===== config.mk =====
export PLATFORM = sky130hd
export DESIGN_NAME = sgq_top
export DESIGN_NICKNAME = d
export VERILOG_FILES = /design/src/rtl/sgq_pkg.sv /design/src/rtl/sgq_regs.sv /design/src/rtl/sgq_ring.sv /design/src/rtl/sgq_top.sv
export SDC_FILE = /design/constraint.sdc
export NUM_CORES = 2
export LEC_CHECK = 0
export ABC_CLOCK_PERIOD_IN_PS = 3300
export BUFFER_PORTS_ARGS = -buffer_cell sky130_fd_sc_hd__buf_2
export CORE_ASPECT_RATIO = 0.6
export CORE_MARGIN = 3
export CORE_UTILIZATION = 50
export CTS_CLUSTER_DIAMETER = 60
export DETAILED_ROUTE_END_ITERATION = 6
export PLACE_DENSITY = 0.67
export SLEW_MARGIN = 30
export SYNTH_ARGS = -nofsm -noshare
export SYNTH_HDL_FRONTEND = slang
export SYNTH_SLANG_ARGS = --single-unit

===== constraint.sdc =====
create_clock -name clk -period 3.3 [get_ports clk]
set_input_delay 0.33 -clock clk [delete_from_list [all_inputs] [get_ports clk]]
set_output_delay 0.33 -clock clk [all_outputs]
set_load 0.01 [all_outputs]

===== src/rtl/sgq_pkg.sv =====
package sgq_pkg;
  localparam int ADDR_W        = 64;
  localparam int SIZE_W        = 20;
  localparam int CMD_DIR_BIT   = 20;
  localparam int CMD_SWAP_BIT  = 21;
  localparam int CMD_NOIRQ_BIT = 22;
  localparam int CFG_CLR_BIT   = 16;

  typedef enum logic [1:0] {
    SEL_ADDR = 2'd0,
    SEL_CMD  = 2'd1,
    SEL_CFG  = 2'd2,
    SEL_NONE = 2'd3
  } reg_sel_e;

  typedef struct packed {
    logic [ADDR_W-1:0] addr;
    logic [SIZE_W-1:0] size_m1;
    logic              wr;
    logic              swap;
    logic              noirq;
  } seg_entry_t;

  // segment length in words from the minus-one field
  function automatic logic [SIZE_W:0] seg_words(input logic [SIZE_W-1:0] f);
    return {1'b0, f} + {{SIZE_W{1'b0}}, 1'b1};
  endfunction

  function automatic logic addr_aligned(input logic [ADDR_W-1:0] a);
    return a[2:0] == 3'b000;
  endfunction

  function automatic seg_entry_t build_entry(input logic [ADDR_W-1:0] a,
                                             input logic [63:0] cmd);
    seg_entry_t e;
    e.addr    = a;
    e.size_m1 = cmd[SIZE_W-1:0];
    e.wr      = cmd[CMD_DIR_BIT];
    e.swap    = cmd[CMD_SWAP_BIT];
    e.noirq   = cmd[CMD_NOIRQ_BIT];
    return e;
  endfunction
endpackage


===== src/rtl/sgq_regs.sv =====
module sgq_regs
  import sgq_pkg::*;
(
  input  logic              clk,
  input  logic              rst_n,
  input  logic              wr_en,
  input  logic [1:0]        wr_sel,
  input  logic [63:0]       wr_data,
  input  logic              q_full,
  output logic              push_ok,
  output seg_entry_t        push_ent,
  output logic              clr_ev,
  output logic              q_en,
  output logic              ovf,
  output logic              aerr
);
  logic [ADDR_W-1:0] stg_addr;
  logic              stg_vld;
  logic              addr_wr, cmd_wr, cfg_wr;
  logic              misalign_ev, push_req, drop_ev;

  assign addr_wr     = wr_en && (wr_sel == SEL_ADDR);
  assign cmd_wr      = wr_en && (wr_sel == SEL_CMD);
  assign cfg_wr      = wr_en && (wr_sel == SEL_CFG);
  assign misalign_ev = addr_wr && !addr_aligned(wr_data);
  assign push_req    = cmd_wr && stg_vld;
  assign push_ok     = push_req && q_en && !q_full;
  assign drop_ev     = push_req && !push_ok;
  assign clr_ev      = cfg_wr && wr_data[CFG_CLR_BIT];
  assign push_ent    = build_entry(stg_addr, wr_data);

  always_ff @(posedge clk or negedge rst_n) begin
    if (!rst_n) begin
      stg_addr <= '0;
      stg_vld  <= 1'b0;
      q_en     <= 1'b0;
      ovf      <= 1'b0;
      aerr     <= 1'b0;
    end else begin
      if (addr_wr) begin
        stg_addr <= wr_data;
        stg_vld  <= addr_aligned(wr_data);
      end else if (cmd_wr) begin
        stg_vld  <= 1'b0;
      end
      if (cfg_wr) q_en <= !wr_data[CFG_CLR_BIT];
      if (clr_ev) begin
        ovf  <= 1'b0;
        aerr <= 1'b0;
      end else begin
        if (drop_ev)     ovf  <= 1'b1;
        if (misalign_ev) aerr <= 1'b1;
      end
    end
  end

  AST_DROP_SETS_OVF: assert property (@(posedge clk) disable iff (!rst_n)
    drop_ev |=> ovf);
  AST_MISALIGN_NO_PUSH: assert property (@(posedge clk) disable iff (!rst_n)
    misalign_ev |=> !push_req);
  AST_MISALIGN_FLAG: assert property (@(posedge clk) disable iff (!rst_n)
    misalign_ev |=> aerr);
endmodule


===== src/rtl/sgq_ring.sv =====
module sgq_ring
  import sgq_pkg::*;
#(
  parameter int DEPTH = 16,
  localparam int PTR_W = (DEPTH > 1) ? $clog2(DEPTH) : 1,
  localparam int CNT_W = $clog2(DEPTH + 1)
)(
  input  logic             clk,
  input  logic             rst_n,
  input  logic             push,
  input  seg_entry_t       push_ent,
  input  logic             pop_req,
  input  logic             clr,
  output seg_entry_t       head,
  output logic [CNT_W-1:0] count,
  output logic             full,
  output logic             nonempty
);
  seg_entry_t       slot_q [DEPTH];
  logic [PTR_W-1:0] wptr, rptr;
  logic             pop;

  function automatic logic [PTR_W-1:0] ptr_next(input logic [PTR_W-1:0] p);
    return (p == PTR_W'(DEPTH - 1)) ? '0 : p + 1'b1;
  endfunction

  assign nonempty = (count != '0);
  assign full     = (count == CNT_W'(DEPTH));
  assign pop      = pop_req && nonempty;
  assign head     = slot_q[rptr];

  for (genvar g = 0; g < DEPTH; g++) begin : g_slot
    always_ff @(posedge clk or negedge rst_n) begin
      if (!rst_n)                               slot_q[g] <= '0;
      else if (push && (wptr == PTR_W'(g)))     slot_q[g] <= push_ent;
    end
  end

  always_ff @(posedge clk or negedge rst_n) begin
    if (!rst_n) begin
      wptr  <= '0;
      rptr  <= '0;
      count <= '0;
    end else if (clr) begin
      wptr  <= '0;
      rptr  <= '0;
      count <= '0;
    end else begin
      if (push) wptr <= ptr_next(wptr);
      if (pop)  rptr <= ptr_next(rptr);
      case ({push, pop})
        2'b10:   count <= count + 1'b1;
        2'b01:   count <= count - 1'b1;
        default: count <= count;
      endcase
    end
  end

  AST_COUNT_LIMIT: assert property (@(posedge clk) disable iff (!rst_n)
    count <= CNT_W'(DEPTH));
  AST_POP_DECR: assert property (@(posedge clk) disable iff (!rst_n)
    (pop && !push && !clr) |=> count == $past(count) - 1'b1);
  AST_CLR_EMPTY: assert property (@(posedge clk) disable iff (!rst_n)
    clr |=> count == '0);
  AST_BOTH_HOLD: assert property (@(posedge clk) disable iff (!rst_n)
    (push && pop && !clr) |=> count == $past(count));
endmodule


===== src/rtl/sgq_top.sv =====
module sgq_top
  import sgq_pkg::*;
#(
  parameter int DEPTH = 16,
  localparam int CNT_W = $clog2(DEPTH + 1)
)(
  input  logic              clk,
  input  logic              rst_n,
  input  logic              wr_en,
  input  logic [1:0]        wr_sel,
  input  logic [63:0]       wr_data,
  input  logic              seg_complete,
  output logic              seg_valid,
  output logic [ADDR_W-1:0] seg_addr,
  output logic [SIZE_W:0]   seg_len_words,
  output logic              seg_write,
  output logic              seg_swap,
  output logic              done_irq,
  output logic [CNT_W-1:0]  q_count,
  output logic              q_enabled,
  output logic              ovf_flag,
  output logic              align_err
);
  seg_entry_t push_ent, head;
  logic       push_ok, clr_ev, q_full;

  sgq_regs u_regs (
    .clk(clk), .rst_n(rst_n), .wr_en(wr_en), .wr_sel(wr_sel),
    .wr_data(wr_data), .q_full(q_full), .push_ok(push_ok),
    .push_ent(push_ent), .clr_ev(clr_ev), .q_en(q_enabled),
    .ovf(ovf_flag), .aerr(align_err)
  );

  sgq_ring #(.DEPTH(DEPTH)) u_ring (
    .clk(clk), .rst_n(rst_n), .push(push_ok), .push_ent(push_ent),
    .pop_req(seg_complete), .clr(clr_ev), .head(head),
    .count(q_count), .full(q_full), .nonempty(seg_valid)
  );

  assign seg_addr      = head.addr;
  assign seg_len_words = seg_words(head.size_m1);
  assign seg_write     = head.wr;
  assign seg_swap      = head.swap;
  assign done_irq      = seg_complete && seg_valid && !head.noirq;

  AST_IRQ_POPS: assert property (@(posedge clk) disable iff (!rst_n)
    (done_irq && !push_ok && !clr_ev) |=> q_count == $past(q_count) - 1'b1);
  AST_DISABLED_STABLE: assert property (@(posedge clk) disable iff (!rst_n)
    (!q_enabled && !seg_complete) |=> $stable(q_count));
endmodule


==> impl_results.html <==
<table>
<tr><th>Metric</th><th>Value</th></tr>
<tr><th colspan="2">Status</th></tr>
<tr><td>Status</td><td>finished with violations</td></tr>
<tr><td>Failing checks</td><td>negative setup slack</td></tr>
<tr><th colspan="2">Detailed routing</th></tr>
<tr><td>Final Routed Wirelength</td><td>169,300 um</td></tr>
<tr><td>Total vias in the final route</td><td>approximately 37k</td></tr>
<tr><td>Routed metal-1 wire length</td><td>79,350 um</td></tr>
<tr><td>Average detailed-routed wire length per instance</td><td>around 28 um</td></tr>
<tr><td>Detailed router's first-iteration violation count</td><td>roughly 2.7k</td></tr>
<tr><td>Detail Route met2 WL</td><td>between 70,000 and 80,000 um</td></tr>
<tr><td>Mean number of vias per cell</td><td>slightly above 6</td></tr>
<tr><td>Number of design rule violations left after detail routing</td><td>0</td></tr>
<tr><td>Routed met3 length</td><td>slightly below 8000 um</td></tr>
<tr><td>Highest routed layer</td><td>met5</td></tr>
<tr><td>Remaining number of nets flagged by the antenna check after routing</td><td>0</td></tr>
<tr><td>TritonRoute pass-1 iters</td><td>6</td></tr>
<tr><th colspan="2">Floorplanning</th></tr>
<tr><td>Die Span X</td><td>between 400 and 500 um</td></tr>
<tr><td>Chip height</td><td>roughly 290 um</td></tr>
<tr><td>Die Outline Area</td><td>137,200 sq um</td></tr>
<tr><td>Area inside the core boundary</td><td>130,300 sq um</td></tr>
<tr><td>Initial Util</td><td>0.5089</td></tr>
<tr><td>Top-level I/O count</td><td>about 170</td></tr>
<tr><td>Cell Rows</td><td>102</td></tr>
<tr><th colspan="2">Logic synthesis</th></tr>
<tr><td>Post-synthesis instance total</td><td>3,986</td></tr>
<tr><td>Number of flops mapped to enable cells by yosys</td><td>0</td></tr>
<tr><td>Number of warnings reported in the yosys synthesis log</td><td>0</td></tr>
<tr><td>Syn_area_per_cell</td><td>between 15 and 20 sq um</td></tr>
<tr><td>Netlist area before placement</td><td>between 60,000 and 70,000 sq um</td></tr>
<tr><td>Synthesized flop and latch total</td><td>about 1.5k</td></tr>
<tr><td>Top area cells in the synthesized netlist</td><td>dfrtp_1, mux2_2, mux4_2</td></tr>
<tr><td>Portion of synthesized cell area occupied by the leading cell type</td><td>0.5558</td></tr>
<tr><td>Number of distinct standard cells referenced by the synthesized netlist</td><td>60</td></tr>
<tr><td>Largest area contributor in the synthesized netlist</td><td>dfrtp_1</td></tr>
<tr><td>Post-synth top flop</td><td>dfrtp_1</td></tr>
<tr><td>Sequential-to-total area share from yosys stat</td><td>0.5558</td></tr>
<tr><td>Total nets after synthesis</td><td>around 4.1k</td></tr>
<tr><td>Fraction of registers with async set or reset after synthesis</td><td>1.000</td></tr>
<tr><th colspan="2">Pwr</th></tr>
<tr><td>Leakage power figure</td><td>roughly 38 nW</td></tr>
<tr><td>Power consumption</td><td>roughly 46 mW</td></tr>
<tr><td>Switching power summed over all nets</td><td>roughly 13 mW</td></tr>
<tr><td>Fraction of power consumed by combinational cells</td><td>0.221</td></tr>
<tr><td>Internal Power</td><td>32.64 mW</td></tr>
<tr><td>Switching share of total power</td><td>0.2868</td></tr>
<tr><td>Power share of the sequential group</td><td>0.423</td></tr>
<tr><td>Peak supply drop</td><td>0.4641 mV</td></tr>
<tr><td>Portion of total power attributed to the clock network</td><td>0.357</td></tr>
<tr><td>Ratio of total power to cell area</td><td>approximately 600 nW/um^2</td></tr>
<tr><th colspan="2">Placement</th></tr>
<tr><td>Instance area after placement</td><td>69,670 sq um</td></tr>
<tr><td>Number of port buffers</td><td>roughly 170</td></tr>
<tr><td>GP Congestion</td><td>around 0.8</td></tr>
<tr><td>Sum of net half-perimeters after detailed placement</td><td>around 96,000 um</td></tr>
<tr><td>Placed instance count</td><td>around 5.7k</td></tr>
<tr><th colspan="2">Final layout</th></tr>
<tr><td>Most used cells in the layout excluding fill and tap cells</td><td>dfrtp_1, mux2_2, mux4_2</td></tr>
<tr><td>Post-route design area</td><td>between 70,000 and 80,000 sq um</td></tr>
<tr><td>Share of cells above drive strength 1</td><td>0.5866</td></tr>
<tr><td>Most common cell after layout, fill and taps aside</td><td>dfrtp_1</td></tr>
<tr><td>Final standard cell count with taps included and fillers excluded</td><td>6,092</td></tr>
<tr><td>Area grow syn2layout</td><td>15.92%</td></tr>
<tr><td>Number of nets in the layout</td><td>4,292</td></tr>
<tr><td># fillers</td><td>9,809</td></tr>
<tr><th colspan="2">Flow run</th></tr>
<tr><td>Max-capacitance violation count</td><td>0</td></tr>
<tr><th colspan="2">Global routing</th></tr>
<tr><td>Maximum number of pins on one net before global-route repair</td><td>around 140</td></tr>
<tr><td>Global-route wire length before repair</td><td>approximately 260,000 um</td></tr>
<tr><td>Total congestion overflow after global routing</td><td>0</td></tr>
<tr><td>Initial antenna violation count</td><td>9</td></tr>
<tr><td>Via count of the first global-routing pass</td><td>a little under 40k</td></tr>
<tr><td>Overall track demand over capacity in global routing</td><td>0.2497</td></tr>
<tr><th colspan="2">STA</th></tr>
<tr><td>Largest clock skew in the final design</td><td>23.66 ps</td></tr>
<tr><td>Crit path setup slack, layout</td><td>-498.5 ps</td></tr>
<tr><td>Max frequency</td><td>around 0.26 GHz</td></tr>
<tr><td>Relative slew slack</td><td>0.4415</td></tr>
<tr><td>Portion of the clock cycle consumed by the worst path in the final layout</td><td>1.151</td></tr>
<tr><td>Post-Route Setup TNS</td><td>-26,280 ps</td></tr>
<tr><td>Number of hold-slack violations in the final timing report</td><td>0</td></tr>
<tr><td>Pins Over Slew Limit</td><td>0</td></tr>
<tr><td>Minimum period implied by the final worst setup slack</td><td>approximately 3800 ps</td></tr>
<tr><td>RSZ-0062 raised after global routing</td><td>true</td></tr>
<tr><td>Worst hold slack</td><td>about 66 ps</td></tr>
<tr><td># setup viols final</td><td>86</td></tr>
<tr><td>Transition time of the tightest slew-check pin</td><td>between 800 and 900 ps</td></tr>
<tr><th colspan="2">Worst setup path</th></tr>
<tr><td>Worst path slowest cell</td><td>dfrtp_4</td></tr>
<tr><td>Kind of start point of the critical path</td><td>flop</td></tr>
<tr><td>Critical Path RT</td><td>roughly 3000 ps</td></tr>
<tr><td>Kind of capture point of the worst setup path</td><td>output port</td></tr>
<tr><td>Maximum single-stage delay on the critical path</td><td>roughly 500 ps</td></tr>
<tr><td>Kind of critical path</td><td>reg -&gt; out</td></tr>
<tr><td>Cells along the critical path</td><td>buf_8, buf_4, mux4_2, nand2_2, o21ai_2, or2_4, ha_4, nand2_2, nor3_2, a41oi_2, a21oi_1, xnor2_2, buf_2</td></tr>
<tr><td>WP data arrival</td><td>between 3000 and 4000 ps</td></tr>
<tr><td>Cell type with the highest occurrence count on the critical path</td><td>nand2_2</td></tr>
<tr><td>Slack of the worst reg-to-reg path</td><td>approximately 420 ps</td></tr>
<tr><td>Maximum fanout along the worst path</td><td>4</td></tr>
<tr><th colspan="2">Clock tree</th></tr>
<tr><td>Sink Count</td><td>1,473</td></tr>
<tr><td>Clock latency reported for the late side of the worst-skew pair</td><td>roughly 760 ps</td></tr>
<tr><td>Number of buffers on the longest clock path</td><td>3</td></tr>
<tr><td>Clock tree from TritonCTS</td><td>built</td></tr>
<tr><td>H-tree levels</td><td>4</td></tr>
<tr><td>Clk slew on worst S/H paths</td><td>roughly 70 ps</td></tr>
<tr><td>Num CTS Buffers</td><td>139</td></tr>
<tr><td>Root buffer selected by CTS</td><td>clkbuf_16</td></tr>
<tr><th colspan="2">Worst hold path</th></tr>
<tr><td>Path type of the worst min-delay path</td><td>in -&gt; reg</td></tr>
</table>
path summary, 6_finish.rpt:
check | startpoint | to | cells past startpoint
worst max-delay path | u_ring.rptr[0] | seg_len_words[6] | 13
worst min-delay path | wr_data[3] | u_ring.slot_q[963] | 2
worst max register to register | u_ring.count[0] | u_ring.count[4] | 10
worst min register to register | u_ring.slot_q[799] | u_ring.slot_q[799] | 1
max in group asynchronous | rst_n | u_ring.slot_q[23] | 4
min in group asynchronous | rst_n | u_regs.stg_addr[59] | 2
power groups by stage:
| stage | logic, mW | registers (mW) | clock network [mW] |
|---|---|---|---|
| after floorplan | 5.60 | 19.0 | 0 |
| after global placement | 7.65 | 19.7 | 0 |
| after detailed placement | 7.70 | 19.7 | 0 |
| after CTS | 9.69 | 19.3 | 16.6 |
| after global routing | 10.7 | 19.4 | 17.4 |
| final | 10.1 | 19.3 | 16.3 |
stage by stage:
stage            util  setup WS (ps)
2_1_floorplan       -          358.8
3_3_place_gp   0.5347          11.24
3_5_place_dp   0.5347          29.12
4_1_cts        0.5859         -485.3
5_1_grt        0.5900         -573.3
6_report       0.5900         -498.5
critical path: cells and delay by family (launching register included):
| kind | cells | cell delay (ps) |
|---|---|---|
| simple gates | 4 | 470 |
| flops | 1 | 510 |
| buf+inv | 3 | 450 |
| fa+ha+maj | 1 | 180 |
| xor+xnor | 1 | 210 |
| mux | 1 | 430 |
| compound gates | 3 | 490 |
state kept, by name (all words and copies together), names as in the netlist:
register	count
u_ring.wptr	4
u_regs.stg_vld	1
u_regs.ovf	1
u_regs.stg_addr	64
u_ring.slot_q	1392
u_ring.rptr	4
u_regs.q_en	1
u_regs.aerr	1
u_ring.count	5
cell type report:
class | instances | area [sq um] | share of cell area
diodes | 4 | 10.01 | 0.0001302
clock inverters | 39 | 421.7 | 0.005485
well taps | 1768 | 2212 | 0.02878
clock buffers | 208 | 4164 | 0.05417
repair buffers | 443 | 5209 | 0.06776
flip-flops and latches | 1473 | 36870 | 0.4796
multi-input cells | 2145 | 27930 | 0.3634
inverters | 12 | 52.55 | 0.0006836
timing repair:
action,4_1_cts,5_1_grt
resized for setup,164,54
gates cloned,22,5
endpoints found under the setup margin,86,86
setup buffers,29,25
hold buffers,48,0
pin swaps,12,28
endpoints found under the hold margin,289,0
synthesized netlist by cell type, drive strengths merged (2+ instances only):
cell,instances
nand4,4
a211oi,5
nand4b,2
dfrtp,1473
o21ai,13
a22oi,4
and2,6
nor3,7
o221ai,4
nand3b,2
mux2,1470
inv,12
nor2,33
or3,2
mux2i,24
a221o,3
o22ai,6
ha,8
nand2b,8
nand3,15
buf,240
a31oi,4
clkbuf,116
nand2,48
nor2b,7
xnor2,17
or2,2
and3b,3
a21oi,21
mux4,404
and3,2
nor4,3
a221oi,4
or4,2
xor2,8
cell families after synthesis:
kind of cell	after synthesis	share of synthesized area
flops	1473	0.5558
mux	1898	0.3911
fa+ha+maj	8	0.001509
simple gates	147	0.01147
buf+inv	368	0.02911
xor+xnor	25	0.003302
compound gates	67	0.007717
metal layers:
metal | vias up | track usage
met5 | - | 0
li1 | 15440 | -
met4 | 2 | 0.06573
met1 | 20460 | 0.3691
met3 | 216 | 0.03959
met2 | 842 | 0.3887
Note: power is estimated with default switching activity, not from simulation.
